File: src/rtl/clk_gear_pkg.sv
package clk_gear_pkg;

    parameter int GEAR_W     = 2;
    localparam int MAX_SHIFT = (1 << GEAR_W) - 1;
    localparam int MAX_PERIOD = 4 << MAX_SHIFT;
    localparam int SLOT_W    = $clog2(MAX_PERIOD + 1);
    localparam int MAX_LOW   = 2;
    localparam int MAX_HIGH  = MAX_PERIOD - MAX_LOW;

    typedef logic [SLOT_W-1:0] slot_t;

    typedef struct packed {
        logic              pre_half;
        logic [GEAR_W-1:0] gear;
    } gear_cfg_t;

    localparam gear_cfg_t CFG_RESET = '{pre_half: 1'b0, gear: '0};

    // Base period in slots: 2 at oscillator rate, 4 at half rate.
    function automatic slot_t base_slots(input gear_cfg_t c);
        return c.pre_half ? slot_t'(4) : slot_t'(2);
    endfunction

    function automatic slot_t period_slots(input gear_cfg_t c);
        slot_t b;
        b = base_slots(c);
        return b << c.gear;
    endfunction

    // Low phase is half a base period.
    function automatic slot_t low_slots(input gear_cfg_t c);
        return c.pre_half ? slot_t'(2) : slot_t'(1);
    endfunction

    function automatic slot_t high_slots(input gear_cfg_t c);
        return period_slots(c) - low_slots(c);
    endfunction

endpackage

File: src/rtl/gear_cfg_latch.sv
module gear_cfg_latch
    import clk_gear_pkg::*;
(
    input  logic              clk,
    input  logic              rst,
    input  logic              load,
    input  logic              pre_in,
    input  logic [GEAR_W-1:0] gear_in,
    output gear_cfg_t         cfg_q
);

    gear_cfg_t cfg_d;

    always_comb begin
        cfg_d.pre_half = pre_in;
        cfg_d.gear     = gear_in;
    end

    always_ff @(posedge clk) begin
        if (rst) begin
            cfg_q <= CFG_RESET;
        end else if (load) begin
            cfg_q <= cfg_d;
        end
    end

endmodule

File: src/rtl/gear_slot_counter.sv
module gear_slot_counter
    import clk_gear_pkg::*;
(
    input  logic  clk,
    input  logic  rst,
    input  slot_t period,
    output slot_t cnt_q,
    output slot_t cnt_inc,
    output logic  wrap
);

    always_comb begin
        cnt_inc = cnt_q + slot_t'(1);
        wrap    = (cnt_inc == period);
    end

    always_ff @(posedge clk) begin
        if (rst) begin
            cnt_q <= '0;
        end else if (wrap) begin
            cnt_q <= '0;
        end else begin
            cnt_q <= cnt_inc;
        end
    end

endmodule

File: src/rtl/gear_phase_shaper.sv
module gear_phase_shaper
    import clk_gear_pkg::*;
(
    input  logic  clk,
    input  logic  rst,
    input  logic  wrap,
    input  slot_t cnt_inc,
    input  slot_t high_len,
    output logic  out_q
);

    logic out_d;

    // Slot 0 of every period is high; later slots stay high until the
    // low tail of the period begins.
    always_comb begin
        if (wrap) begin
            out_d = 1'b1;
        end else begin
            out_d = (cnt_inc < high_len);
        end
    end

    always_ff @(posedge clk) begin
        if (rst) begin
            out_q <= 1'b1;
        end else begin
            out_q <= out_d;
        end
    end

endmodule

File: src/rtl/clk_gear_div.sv
module clk_gear_div
    import clk_gear_pkg::*;
(
    input  logic              clk,
    input  logic              rst,
    input  logic              pre_half,
    input  logic [GEAR_W-1:0] gear_code,
    output logic              gclk_out
);

    gear_cfg_t cfg_q;
    slot_t     period;
    slot_t     high_len;
    slot_t     cnt_q;
    slot_t     cnt_inc;
    logic      wrap;

    always_comb begin
        period   = period_slots(cfg_q);
        high_len = high_slots(cfg_q);
    end

    gear_cfg_latch u_cfg (
        .clk     (clk),
        .rst     (rst),
        .load    (wrap),
        .pre_in  (pre_half),
        .gear_in (gear_code),
        .cfg_q   (cfg_q)
    );

    gear_slot_counter u_cnt (
        .clk     (clk),
        .rst     (rst),
        .period  (period),
        .cnt_q   (cnt_q),
        .cnt_inc (cnt_inc),
        .wrap    (wrap)
    );

    gear_phase_shaper u_shape (
        .clk      (clk),
        .rst      (rst),
        .wrap     (wrap),
        .cnt_inc  (cnt_inc),
        .high_len (high_len),
        .out_q    (gclk_out)
    );

endmodule

File: config.mk
export PLATFORM = sky130hd
export DESIGN_NAME = clk_gear_div
export DESIGN_NICKNAME = d
export VERILOG_FILES = /design/src/rtl/clk_gear_pkg.sv /design/src/rtl/gear_cfg_latch.sv /design/src/rtl/gear_slot_counter.sv /design/src/rtl/gear_phase_shaper.sv /design/src/rtl/clk_gear_div.sv
export SDC_FILE = /design/constraint.sdc
export NUM_CORES = 1
export LEC_CHECK = 0
export ABC_AREA = 1
export BUFFER_PORTS_ARGS = -buffer_cell sky130_fd_sc_hd__clkbuf_2
export CAP_MARGIN = 20
export CORE_MARGIN = 5
export CORE_UTILIZATION = 61
export CTS_CLUSTER_DIAMETER = 60
export DETAILED_ROUTE_END_ITERATION = 8
export PLACE_DENSITY = 0.81
export RECOVER_POWER = 100
export SLEW_MARGIN = 20
export SYNTH_ARGS = -nofsm -noshare
export SYNTH_HDL_FRONTEND = slang
export SYNTH_SLANG_ARGS = --single-unit
File: constraint.sdc
create_clock -name clk -period 2.84 [get_ports clk]
set_input_delay 0.284 -clock clk [delete_from_list [all_inputs] [get_ports clk]]
set_output_delay 0.284 -clock clk [all_outputs]
set_load 0.02 [all_outputs]
==> reports/qor.csv <==
metric;value;unit
status;complete, no violations;
wl_met1;720;um
initial_core_util;62.62;%
slew_violations;0;
nets;141;
r2r_end;u_cnt.cnt_q[0]$_SDFF_PP0_;
worstRegToRegCells;12;
synth-xor-area-share;2.205;%
grt_antenna_before_repair;0;
drive_gt1_share;12.70;%
setup_viol;0;
crit_arrival;2.26;ns
ctsResizeCount;0;
postRouteAntennaNets;0;
dr_wl_met3;55;um
hold_viol;0;
tns;0;ns
power.total;0.0009620;W
setup.worst_path.start;u_cnt.cnt_q[0]$_SDFF_PP0_;
clockBufferDepth;2;
top_layer_used;met4;
ys_seq_area_share;25.20;%
design_area;842.1;um2
cts.htree.levels;1;
synthSimpleGateAreaFrac;40.79;%
grt_max_degree;8;
cp-endpoint;u_cnt.cnt_q[0]$_SDFF_PP0_;
path_depth;12;
synth_fp_nets;131;
ys_types;19;
clkSinkCount;10;
overflow;0;
grtUsageTotal;17.75;%
syn2layout_area_growth;5.984;%
finalCriticalPeriod;2.103;ns
cts_root_buf;clkbuf_4;
syn_avg_cell_area;6.791;um2
crit_chain;ha_1 -> inv_1 -> nand2_1 -> nand2_1 -> nand2_1 -> nand2_1 -> nor2_1 -> nand2_2 -> nor2_1 -> nand2_4 -> nand2_1 -> nor2_1;
viasPerCell;5.262;
io_pins;6;
cts_buffers;3;
critPathSlowestCell;dfxtp_1;
dpl-instance-area;838.3;um2
wire_per_inst;10.83;um
clkTransAtPathRegs;0.07;ns
synthAdderAreaFrac;14.17;%
routed_wl;1.527;mm
cts_tree;done;
skew;0.002122;ns
drc;0;
port_buffers;5;
grt_pass1_wl;2.732;mm
layout_common_cells;nand2_1, inv_1, nand3_1, nor2_1, dfxtp_1;
rsz0062_at_grt;false;
wl_met2;708;um
critPathCaptureType;register;
insertedDiodeCount;0;
postCtsSetupBuffers;0;
cpMostUsedCell;nand2_1;
clk_latency;0.27;ns
crit_type;register to register;
gp_congestion;0.8222;
core_area;1269;um2
first_iter_violations;10;
cp_max_fo;7;
dr.pass1.iters;4;
grt_pass1_vias;673;
synth_top_family_by_area;simple AND/OR/NAND/NOR gates;
vias;742;
r2r_slack;0.74;ns
r2r-start;u_cnt.cnt_q[0]$_SDFF_PP0_;
final.period_utilization;74.05;%
worst_hold_path_type;primary input to register;
rows;13;
relSlewSlack;63.59;%
dieHeight;46.09;um
die_w;46.09;um
crit_required;3.00;ns
drv_cap;0;
synth_compound_area_share;7.244;%
power.density;1142;nW/um2
leakagePower;0.4264;nW
ys_warn_count;0;
die_area;2124;um2
start_kind;register;
synth_area;794.5;um2
worst_slew_pin_slew;0.5442;ns
muxShareOfSynthArea;0;%
postCtsHoldBufs;0;
ir_worst_vdd;0.7159;mV
synthCells;117;
path_buf_inv;1;
mostFrequentLayoutCell;nand2_1;
hpwl;1.268;mm
ys_ff_latch;10;
max_stage_delay;0.46;ns
fmaxAchievable;475.5;MHz
crit_family;simple AND/OR/NAND/NOR gates;
## how the worst min path moves through the flow
stage | from | endpoint | cells past startpoint
2_1_floorplan | u_cnt.cnt_q[0]$_SDFF_PP0_ | u_cnt.cnt_q[0]$_SDFF_PP0_ | 1
3_3_place_gp | u_cfg.cfg_q[0]$_SDFFE_PP0P_ | u_cfg.cfg_q[0]$_SDFFE_PP0P_ | 2
3_5_place_dp | u_cfg.cfg_q[2]$_SDFFE_PP0P_ | u_cfg.cfg_q[2]$_SDFFE_PP0P_ | 2
4_1_cts | rst | u_shape.out_q$_SDFF_PP1_ | 3
5_1_grt | rst | u_shape.out_q$_SDFF_PP1_ | 3
6_report | rst | u_shape.out_q$_SDFF_PP1_ | 3
## sequential cells by signal (all words and copies together) (netlist names)
register,cells
u_cnt.cnt_q,6
u_shape.out_q,1
u_cfg.cfg_q,3
## layout make-up
| cell class | instances | area, um2 |
|---|---|---|
| Timing Repair Buffer | 5 | 23.77 |
| Inverter | 22 | 82.58 |
| Tap cell | 15 | 18.77 |
| Sequential cell | 10 | 200.2 |
| Fill cell | 118 | 426.7 |
| Multi-Input combinational cell | 85 | 480.5 |
| Clock buffer | 4 | 36.28 |
## routing by layer
metal | GRT usage [%] | up-vias
met5 | 0 | -
met4 | 10.23 | 0
met3 | 2.734 | 7
met2 | 29.12 | 12
met1 | 21.65 | 325
li1 | - | 398
## power breakdown
group          leakage [nW]  switching, W  internal (W)  total [W]
combinational         0.324      0.000361      0.000247   0.000608
clock                0.0210     0.0000560     0.0000779   0.000134
sequential           0.0816     0.0000418      0.000179   0.000220
total                 0.426      0.000458      0.000504   0.000962
## cells by family after synthesis
| group | count (synthesis) |
|---|---|
| DFF | 10 |
| adders and majority gates | 9 |
| buffers and inverters | 22 |
| AOI/OAI and AO/OA | 10 |
| xor gates and xnor gates | 2 |
| and+or+nand+nor | 64 |
## per-stage QoR
step / setup slack [ns] / hold WS (ns) / utilization [%] / instances
final: 0.7370 / 0.2666 / 66.37 / 141
after global routing: 0.5391 / 0.3093 / 66.37 / 141
after CTS: 0.7951 / 0.3026 / 68.93 / 141
after detailed placement: 0.8140 / 0.5048 / 66.07 / 137
after global placement: 0.9172 / 0.4932 / 66.07 / 137
after floorplan: 0.9978 / 0.4626 / - / 117
## cells in the mapped netlist
master | n | area, um2
nand2_1 | 23 | 86.33
inv_1 | 21 | 78.83
nand3_1 | 14 | 70.07
nor2_1 | 11 | 41.29
dfxtp_1 | 10 | 200.2
ha_1 | 9 | 112.6
a21oi_1 | 8 | 40.04
nand2_2 | 6 | 37.54
nand4_1 | 4 | 25.02
nand2_4 | 2 | 22.52
inv_2 | 1 | 3.750
nand3_2 | 1 | 10.01
nor2_2 | 1 | 6.260
nor2_8 | 1 | 20.02
nor3_1 | 1 | 5.000
o21ai_2 | 1 | 8.760
o221ai_1 | 1 | 8.760
xnor2_1 | 1 | 8.760
xor2_1 | 1 | 8.760
## worst min-delay path: stages
cell and delay, ns:
clkbuf_2 0.07, inv_1 0.07, nand3_1 0.08
Note: power is estimated with default switching activity, not from simulation.
